## config.mk

```make
export PLATFORM = sky130hd
export DESIGN_NAME = serial_prog_loader
export DESIGN_NICKNAME = d
export VERILOG_FILES = /design/src/rtl/serial_prog_loader.sv
export SDC_FILE = /design/constraint.sdc
export NUM_CORES = 1
export LEC_CHECK = 0
export ABC_AREA = 1
export BUFFER_PORTS_ARGS = -buffer_cell sky130_fd_sc_hd__buf_4
export CORE_ASPECT_RATIO = 1.5
export CORE_MARGIN = 4
export CORE_UTILIZATION = 40
export CTS_CLUSTER_DIAMETER = 30
export DETAILED_ROUTE_END_ITERATION = 8
export GPL_TIMING_DRIVEN = 0
export HOLD_SLACK_MARGIN = 0.15
export PLACE_DENSITY = 0.57
export SYNTH_ARGS = -nofsm -noshare
export SYNTH_HDL_FRONTEND = slang
export SYNTH_SLANG_ARGS = --single-unit
```

## constraint.sdc

```tcl
create_clock -name clk -period 1.8 [get_ports clk]
set_input_delay 0.09 -clock clk [delete_from_list [all_inputs] [get_ports clk]]
set_output_delay 0.09 -clock clk [all_outputs]
set_load 0.01 [all_outputs]
```

## src/rtl/serial_prog_loader.sv

```systemverilog
module serial_prog_loader #(
  parameter int W     = 24,
  parameter int DBITS = 8,
  parameter int OSR   = 16
) (
  input  logic         clk,
  input  logic         rst_n,
  input  logic         tick16,
  input  logic         rxd,
  output logic         txd,
  output logic [W-1:0] pm_addr,
  output logic [W-1:0] pm_data,
  output logic         pm_we,
  output logic         go,
  output logic [W-1:0] go_addr,
  output logic         frame_err
);
  localparam int BPW = W / DBITS;
  localparam int CW  = $clog2(OSR);
  localparam int BW  = $clog2(DBITS);
  localparam int NW  = $clog2(DBITS + 2);
  localparam int SW  = (BPW > 1) ? $clog2(BPW) : 1;
  localparam logic [CW-1:0] MID  = CW'(OSR / 2 - 1);
  localparam logic [CW-1:0] LAST = CW'(OSR - 1);

  // receiver
  typedef enum logic [1:0] {RX_IDLE, RX_START, RX_DATA, RX_STOP} rx_st_t;
  rx_st_t           rx_st;
  logic [1:0]       rx_sync;
  logic             rx_prev, rx_done;
  logic [CW-1:0]    rx_cnt;
  logic [BW-1:0]    rx_bit;
  logic [DBITS-1:0] rx_sh;
  wire              rx_in = rx_sync[1];

  always_ff @(posedge clk or negedge rst_n) begin
    if (!rst_n) begin
      rx_sync <= 2'b11; rx_prev <= 1'b1; rx_st <= RX_IDLE;
      rx_cnt <= '0; rx_bit <= '0; rx_sh <= '0;
      rx_done <= 1'b0; frame_err <= 1'b0;
    end else begin
      rx_sync <= {rx_sync[0], rxd};
      rx_done <= 1'b0;
      frame_err <= 1'b0;
      if (tick16) begin
        rx_prev <= rx_in;
        case (rx_st)
          RX_IDLE:  if (rx_prev && !rx_in) begin rx_st <= RX_START; rx_cnt <= '0; end
          RX_START: if (rx_cnt == MID) begin
                      rx_cnt <= '0; rx_bit <= '0;
                      rx_st <= rx_in ? RX_IDLE : RX_DATA;
                    end else rx_cnt <= rx_cnt + CW'(1);
          RX_DATA:  if (rx_cnt == LAST) begin
                      rx_cnt <= '0;
                      rx_sh  <= {rx_in, rx_sh[DBITS-1:1]};
                      rx_bit <= rx_bit + BW'(1);
                      if (rx_bit == BW'(DBITS - 1)) rx_st <= RX_STOP;
                    end else rx_cnt <= rx_cnt + CW'(1);
          RX_STOP:  if (rx_cnt == LAST) begin
                      rx_cnt <= '0; rx_st <= RX_IDLE;
                      if (rx_in) rx_done <= 1'b1; else frame_err <= 1'b1;
                    end else rx_cnt <= rx_cnt + CW'(1);
          default:  rx_st <= RX_IDLE;
        endcase
      end
    end
  end


  rx_excl_chk: assert property (@(posedge clk) disable iff (!rst_n) !(rx_done && frame_err));

  // echo transmitter with one-entry hold buffer
  logic             hold_v, tx_busy;
  logic [DBITS-1:0] hold_b;
  logic [DBITS+1:0] tx_sh;
  logic [CW-1:0]    tx_cnt;
  logic [NW-1:0]    tx_n;

  always_ff @(posedge clk or negedge rst_n) begin
    if (!rst_n) begin
      hold_v <= 1'b0; hold_b <= '0; tx_busy <= 1'b0;
      tx_sh <= '1; tx_cnt <= '0; tx_n <= '0;
    end else begin
      if (!tx_busy && hold_v) begin
        tx_sh <= {1'b1, hold_b, 1'b0};
        tx_busy <= 1'b1; tx_cnt <= '0; tx_n <= '0;
        hold_v <= 1'b0;
      end else if (tx_busy && tick16) begin
        if (tx_cnt == LAST) begin
          tx_cnt <= '0;
          tx_sh  <= {1'b1, tx_sh[DBITS+1:1]};
          if (tx_n == NW'(DBITS + 1)) tx_busy <= 1'b0;
          else tx_n <= tx_n + NW'(1);
        end else tx_cnt <= tx_cnt + CW'(1);
      end
      if (rx_done) begin hold_v <= 1'b1; hold_b <= rx_sh; end
    end
  end

  assign txd = tx_busy ? tx_sh[0] : 1'b1;


  tx_start_low_chk: assert property (@(posedge clk) disable iff (!rst_n) $rose(tx_busy) |-> !txd);

  // loader
  typedef enum logic [1:0] {L_CNT, L_ADR, L_DAT, L_RUN} ld_t;
  ld_t          ld;
  logic [SW-1:0] bsel;
  logic [W-1:0] acc, remain, waddr, base;
  wire  [W-1:0] field = {rx_sh, acc[W-1:DBITS]};

  always_ff @(posedge clk or negedge rst_n) begin
    if (!rst_n) begin
      ld <= L_CNT; bsel <= '0; acc <= '0; remain <= '0; waddr <= '0; base <= '0;
      pm_addr <= '0; pm_data <= '0; pm_we <= 1'b0; go <= 1'b0;
    end else begin
      pm_we <= 1'b0;
      go <= 1'b0;
      if (rx_done && ld != L_RUN) begin
        acc <= field;
        if (bsel == SW'(BPW - 1)) begin
          bsel <= '0;
          case (ld)
            L_CNT: begin remain <= field; ld <= L_ADR; end
            L_ADR: begin
              base <= field; waddr <= field;
              if (remain == '0) begin go <= 1'b1; ld <= L_RUN; end
              else ld <= L_DAT;
            end
            L_DAT: begin
              pm_we <= 1'b1; pm_addr <= waddr; pm_data <= field;
              waddr <= waddr + W'(1);
              remain <= remain - W'(1);
              if (remain == W'(1)) begin go <= 1'b1; ld <= L_RUN; end
            end
            default: ;
          endcase
        end else bsel <= bsel + SW'(1);
      end
    end
  end

  assign go_addr = base;


  we_phase_chk: assert property (@(posedge clk) disable iff (!rst_n) pm_we |-> $past(ld) == L_DAT);

  go_single_chk: assert property (@(posedge clk) disable iff (!rst_n) go |=> !go);

  run_quiet_chk: assert property (@(posedge clk) disable iff (!rst_n) (ld == L_RUN) |=> (!pm_we && !go));
endmodule

```

==> results of run 1 <==
[cells by family (layout without fill, tap and decap cells)]
group / after synthesis / count (layout) / synth area share
AO/OA/AOI/OAI: 211 / 211 / 0.125
XOR/XNOR: 8 / 8 / 0.00769
adder cells (fa/ha/maj): 14 / 14 / 0.0192
buffers and inverters: 146 / 267 / 0.0707
flip-flops: 191 / 191 / 0.526
multiplexers: 17 / 17 / 0.0217
AND/OR/NAND/NOR: 499 / 499 / 0.229
[area by class of cell]
class | count | area, um2 | area share
clock buffer | 19 | 433 | 0.0398
tap | 276 | 345 | 0.0317
buffer | 39 | 302 | 0.0277
multi-input combinational | 749 | 3720 | 0.342
sequential | 191 | 4790 | 0.440
inverter | 107 | 409 | 0.0376
timing repair buffer | 89 | 733 | 0.0673
clock inverter | 13 | 150 | 0.0138
[final timing paths]
check | startpoint | end | slack, ns | cells after the start
hold reg to reg | rx_sync[0] | rx_sync[1] | 0.36 | 0
setup / recovery | ld[1] | pm_addr[6] | 0.02 | 9
min in group clk | rxd | rx_sync[0] | 0.29 | 2
max in group asynchronous | rst_n | waddr[22] | 0.59 | 3
hold / removal | rst_n | tx_cnt[2] | 0.24 | 2
setup reg to reg | ld[1] | pm_addr[6] | 0.02 | 9
[routing by layer]
metal	wire length, um	part of all wire	vias to the layer above
met5	0	0	-
met4	1110	0.043	0
met3	775	0.030	54
met2	13800	0.53	140
met1	10300	0.40	3745
li1	-	-	3733
[power groups by stage]
stage,sequential (mW),clock [mW],combinational [mW]
floorplan,4.73,0,0.460
global placement,4.76,0,0.696
detailed placement,4.77,0,0.721
CTS,4.68,3.92,0.730
global route,4.71,4.12,0.847
finish,4.69,3.85,0.716
[layout by cell type, fill, tap and decap left out, drive strengths merged, types with 2 or more instances in the layout]
master / count
a22oi: 4
xor2: 5
dfstp: 12
nand4: 9
clkbuf: 35
bufinv: 2
mux2: 16
clkinv: 5
o21bai: 3
nand3: 53
dlygate4sd3: 3
a21oi: 74
nand2: 231
o21ai: 109
nand3b: 3
ha: 14
nor2: 194
a22o: 2
a31oi: 12
dfrtp: 179
buf: 109
nor3: 8
o211ai: 5
xnor2: 3
inv: 113
[registers in the layout (all words and copies together) (netlist names), 3 cells and up, named ones only]
register,flops
acc,16
remain,24
tx_cnt,4
tx_n,4
go_addr,24
rx_bit,3
rx_cnt,4
hold_b,8
rx_sh,8
waddr,24
pm_data,24
pm_addr,24
tx_sh,9
[per-stage QoR]
step	instance area (um2)	hold WS, ns	TNS, ns	setup WS (ns)
floorplan	9110	-0.206	0	0.205
detailed placement	10100	0.138	-3.84	-0.283
CTS	10700	0.251	0	0.000191
finish	10900	0.241	0	0.0180
global placement	10000	0.200	-130.48	-0.731
global route	10900	0.297	-0.476	-0.0638
[worst max-delay path, delay by kind of cell, from the launching register on]
kind / cells / cell delay, ns
buffers and inverters: 4 / 0.43
flip-flops: 1 / 0.42
multiplexers: 1 / 0.33
AND/OR/NAND/NOR: 3 / 0.28
adder cells (fa/ha/maj): 1 / 0.21
[repair_timing]
item,4_1_cts,5_1_grt
pin swaps,0,4
endpoints found under the hold margin,93,0
resized for setup,9,40
gates cloned,0,1
hold buffers,3,0
setup endpoints to repair,41,114
setup buffers,0,6
==> results.toml, run 1 <==
[die]
die_x_um = 131
fp.dieArea_mm2 = 0.0253
die_height_um = 193
floorplan.io_pins = 80
core_area_mm2 = 0.0224
std_cell_rows = 67
start_util = 0.407

[power_and_ir_drop]
power_frac_clock = 0.416
power_switching_mw = 2.39
power.ir.vdd_worst_uv = 602
power_report.internal_total_mw = 6.86
pwr_density_cell_mw_per_mm2 = 849
combinational_group_share_of_total_power = 0.077
total_power_consumption_of_the_routed_design_mw = 9.25
power.sequential.fraction = 0.507
sw_ratio = 0.259
p_leak_nw = 5.39

[synthesis]
synth_cell_type_count = 42
synth_area_per_cell_um2 = 8.39
syn-cell-area_mm2 = 0.00911
synth.most_common_cell = "sky130_fd_sc_hd__nand2_1"
synth_top_area_cell = "sky130_fd_sc_hd__dfrtp_1"
synth_sequential_area_ratio = 0.526
yosysTopAreaCellShare = 0.492
synth.top_cells.by_count = "sky130_fd_sc_hd__nand2_1, sky130_fd_sc_hd__nor2_1, sky130_fd_sc_hd__dfrtp_1"
ys_async_sr_fraction = 1.00
post_synth_main_area_contributors = "sky130_fd_sc_hd__dfrtp_1, sky130_fd_sc_hd__nand2_1, sky130_fd_sc_hd__nor2_1"
flip_flop_cell_with_the_highest_count_after_synthesis = "sky130_fd_sc_hd__dfrtp_1"
syn_inst = 1086
synth_nets = 1104
yosys_register_bits = 191
yosysWarningCount = 0
number_of_enable_flip_flop_cells_after_synthesis = 0

[sta]
grt_setup_unrepaired = "true"
period_minus_slack_ns = 1.78
clock_skew_ns = 0.00733
max_slew_margin = 0.576
finalCritPeriodShare = 0.990
finalMaxSlewViolations = 0
final_number_of_setup_violating_endpoints = 0
worstMarginPinSlew_ns = 0.637
timing.fmax_mhz = 561
final-hold-violation-count = 0

[global_routing]
grt.busiest_layer = "met2"
grt_start_max_net_pins = 110
antenna_found_initial = 0
grtUsageTotal = 0.208
overflow = 0
global_route_wire_length_before_repair_um = 40900
use_met3 = 0.0342
use_met1 = 0.237
met2_layer_usage_reported_by_global_route = 0.386
number_of_global_route_vias_before_repair = 7534

[setup_path]
worst_path_arrival_time_ns = 2.11
critPathMaxFanout = 7
crit_path_class = "register to register"
worstSetupStartpointType = "register"
crit_chain = "ha_1 -> inv_2 -> nand2_4 -> inv_4 -> nand2_4 -> nor2_4 -> buf_12 -> clkbuf_16 -> mux2_2"
cp.required_ns = 2.13
end_kind = "register"
dominant_cell_type_by_count_on_the_critical_path = "sky130_fd_sc_hd__nand2_4"
critPathSlowestCell = "sky130_fd_sc_hd__dfrtp_1"
crit_path_max_incr_delay_ns = 0.42

[worst_hold_path]
class_of_the_tightest_hold_or_removal_check = "input pin to async pin"

[layout]
fin_util = 0.486
nFillCells = 2182
share_of_final_layout_standard_cells_stronger_than_drive_strength_1 = 0.189
final-instance-count-excl-fill = 1483
number_of_nets_at_the_end_of_the_flow = 1212
synthToLayoutAreaGrowth_pct = 19.5
antenna_cells_inserted = 0

[cts]
clock_latency_ns = 0.45
clock_path_buffers = 2
cts.root.buffer_cell = "sky130_fd_sc_hd__clkbuf_16"
htreeDepth = 4
cts_tree = "built"
clk_pin_slew_worst_paths_ns = 0.07
clock_buffer_count_from_cts = 17
clock-sinks = 191

[place]
gp_congestion = 0.926
port-buffer-count = 78
count_of_placed_standard_cells_including_taps = 1441
detailed_place_hpwl_um = 19400

[route]
first_pass_iters = 7
detail_route.vias_per_cell = 5.17
wire_per_inst_um = 17.5
dr_total_vias = 7672
detail_route.wirelength_um = 26000
drc = 0
antenna_left = 0
initial_drt_markers = 467

[outcome]
status = "complete, no violations"

[run]
drv_cap = 0
No activity file was read; power rests on OpenSTA's default activity.
==> run 2: changes to the inputs <==
--- a/config.mk
+++ b/config.mk
@@ -5,7 +5,6 @@
 export SDC_FILE = /design/constraint.sdc
 export NUM_CORES = 1
 export LEC_CHECK = 0
-export ABC_AREA = 1
 export BUFFER_PORTS_ARGS = -buffer_cell sky130_fd_sc_hd__buf_4
 export CORE_ASPECT_RATIO = 1.5
 export CORE_MARGIN = 4
==> run 2 against run 1 <==
The run now ends with negative setup slack left; power shrank 2.7%; register-to-register slack lost 0.43 ns; synthesized cell count fell by 29%; sequential cell count unchanged; clock skew up 0.0057 ns; fmax down 19%; largest cell class unchanged; largest power group unchanged; highest routed layer unchanged.
==> results.toml, run 2 <==
[outcome]
status = "complete, but fails checks"
failed_checks = "negative setup slack"

[route]
detail_route.wirelength_um = 25100
antenna_left = 0
drc = 0
detail_route.vias_per_cell = 5.64
initial_drt_markers = 386
first_pass_iters = 5
dr_total_vias = 6987
wire_per_inst_um = 20.2

[cts]
clock_latency_ns = 0.45
cts.root.buffer_cell = "sky130_fd_sc_hd__clkbuf_16"
cts_tree = "built"
htreeDepth = 4
clk_pin_slew_worst_paths_ns = 0.08
clock-sinks = 191
clock_path_buffers = 2
clock_buffer_count_from_cts = 17

[setup_path]
crit_path_class = "register to register"
worstSetupStartpointType = "register"
cp.required_ns = 2.15
worst_path_arrival_time_ns = 2.56
critPathMaxFanout = 3
end_kind = "register"

[place]
detailed_place_hpwl_um = 15000
port-buffer-count = 79
placement_cell_area_mm2 = 0.00972
preCtsSetupSlack_ns = -0.621
gp_congestion = 0.831

[sta]
final_number_of_setup_violating_endpoints = 121
max_slew_margin = 0.549
period_minus_slack_ns = 2.21
finalCritPeriodShare = 1.23
final_critical_path_setup_slack_ns = -0.411
timing.fmax_mhz = 452
worstMarginPinSlew_ns = 0.677
finalMaxSlewViolations = 0
final-hold-violation-count = 0
clock_skew_ns = 0.0130
grt_setup_unrepaired = "true"
tns_ns = -22.28

[die]
floorplan.io_pins = 80
fp.dieArea_mm2 = 0.0242
std_cell_rows = 65
core_area_mm2 = 0.0212
die_height_um = 188
die_x_um = 128
start_util = 0.409

[power_and_ir_drop]
p_leak_nw = 5.83
power.ir.vdd_worst_uv = 616
total_power_consumption_of_the_routed_design_mw = 9.00
pwr_density_cell_mw_per_mm2 = 730

[global_routing]
overflow = 0
antenna_found_initial = 0
global_route_wire_length_before_repair_um = 39400
grtUsageTotal = 0.208
number_of_global_route_vias_before_repair = 7121
grt_start_max_net_pins = 103

[worst_hold_path]
class_of_the_tightest_hold_or_removal_check = "input pin to async pin"

[synthesis]
synth_nets = 794
yosysWarningCount = 0
syn-cell-area_mm2 = 0.00868
yosys_register_bits = 191
syn_inst = 776
yosysTopAreaCellShare = 0.516
flip_flop_cell_with_the_highest_count_after_synthesis = "sky130_fd_sc_hd__dfrtp_1"
post_synth_main_area_contributors = "sky130_fd_sc_hd__dfrtp_1, sky130_fd_sc_hd__mux2_2, sky130_fd_sc_hd__dfstp_2"
ys_async_sr_fraction = 1.00
synth_cell_type_count = 58
synth.top_cells.by_count = "sky130_fd_sc_hd__dfrtp_1, sky130_fd_sc_hd__mux2_2, sky130_fd_sc_hd__nand2_1"
number_of_enable_flip_flop_cells_after_synthesis = 0
synth_top_area_cell = "sky130_fd_sc_hd__dfrtp_1"
synth_area_per_cell_um2 = 11.2
synth_sequential_area_ratio = 0.552
synth.most_common_cell = "sky130_fd_sc_hd__dfrtp_1"

[layout]
layout_common_cells = "sky130_fd_sc_hd__dfrtp_1, sky130_fd_sc_hd__buf_4, sky130_fd_sc_hd__mux2_2, sky130_fd_sc_hd__nor2_1, sky130_fd_sc_hd__nand2_1"
synthToLayoutAreaGrowth_pct = 42.0
share_of_final_layout_standard_cells_stronger_than_drive_strength_1 = 0.492
finalInstanceArea_mm2 = 0.0123
mostFrequentLayoutCell = "sky130_fd_sc_hd__dfrtp_1"
antenna_cells_inserted = 0
number_of_nets_at_the_end_of_the_flow = 976

[run]
drv_cap = 0
-- run 2: cell types whose count changed after synthesis, moves of 24 or more --
cell                      before  now
sky130_fd_sc_hd__mux2_2       14  104
sky130_fd_sc_hd__o22ai_1       1   25
sky130_fd_sc_hd__nand3_1      51   27
sky130_fd_sc_hd__o21ai_0      99   48
sky130_fd_sc_hd__inv_1        99   14
sky130_fd_sc_hd__nor2_1      181   54
sky130_fd_sc_hd__nand2_1     223   57
-- run 2: area by class of cell --
cell class | instances | area (um2)
clock inverters | 15 | 166
repair buffers | 168 | 1570
flip-flops and latches | 191 | 4810
plain buffers | 34 | 480
clock buffers | 17 | 425
fillers | 1714 | 8900
well taps | 268 | 335
multi-input cells | 532 | 4480
inverters | 14 | 52.6
-- run 2: what timing repair did --
item	CTS	global route
buffers inserted	57	18
hold endpoints to repair	94	0
gates resized for setup	192	92
hold buffers	3	0
pin swaps	51	35
gates cloned	14	1
endpoints found under the setup margin	157	148
-- run 2: power breakdown --
| group | total, mW | leakage (nW) | internal, mW | switching (mW) |
|---|---|---|---|---|
| Sequential | 4.63 | 2.58 | 4.44 | 0.184 |
| Clock | 3.79 | 0.283 | 1.87 | 1.91 |
| Combinational | 0.584 | 2.96 | 0.271 | 0.313 |
-- run 2: logic make-up after synthesis --
family,after synthesis,share of synthesized area
AND/OR/NAND/NOR,219,0.126
multiplexers,116,0.149
AO/OA/AOI/OAI,177,0.124
buffers and inverters,54,0.0234
XOR/XNOR,5,0.00505
flip-flops,191,0.552
adder cells (fa/ha/maj),14,0.0202
-- run 2: critical path: stages (launching register included) --
cell                      delay (ns)
sky130_fd_sc_hd__dfrtp_1        0.41
sky130_fd_sc_hd__buf_4          0.15
sky130_fd_sc_hd__inv_1          0.12
sky130_fd_sc_hd__ha_1           0.26
sky130_fd_sc_hd__nor2_1         0.09
sky130_fd_sc_hd__or4b_4         0.54
sky130_fd_sc_hd__buf_4          0.17
sky130_fd_sc_hd__nor3_2         0.15
sky130_fd_sc_hd__nor3_1         0.07
sky130_fd_sc_hd__nor3_1         0.17
-- run 2: stage by stage --
| step | util | std cells | hold WS [ns] |
|---|---|---|---|
| 2_1_floorplan | - | 776 | -0.206 |
| 3_3_place_gp | 0.456 | 1123 | 0.199 |
| 3_5_place_dp | 0.458 | 1124 | 0.158 |
| 4_1_cts | 0.559 | 1224 | 0.276 |
| 5_1_grt | 0.580 | 1239 | 0.311 |
| 6_report | 0.580 | 1239 | 0.255 |
-- run 2: worst paths after layout --
kind / startpoint / endpoint / slack, ns / cells after the start
max: ld[0] / remain[17] / -0.41 / 9
min: rst_n / pm_data[10] / 0.25 / 2
max reg2reg: ld[0] / remain[17] / -0.41 / 9
min reg2reg: rx_sync[0] / rx_sync[1] / 0.36 / 0
max in group asynchronous: rst_n / tx_sh[1] / 0.57 / 3
min in group clk: rxd / rx_sync[0] / 0.30 / 2
-- run 2: metal layers --
layer  GRT usage  vias to the layer above  routed length (um)
li1            -                     3209                   -
met1       0.245                     3515                9860
met2       0.365                      201               13200
met3      0.0329                       62                1080
met4      0.0997                        0                 996
met5           0                        -                   0
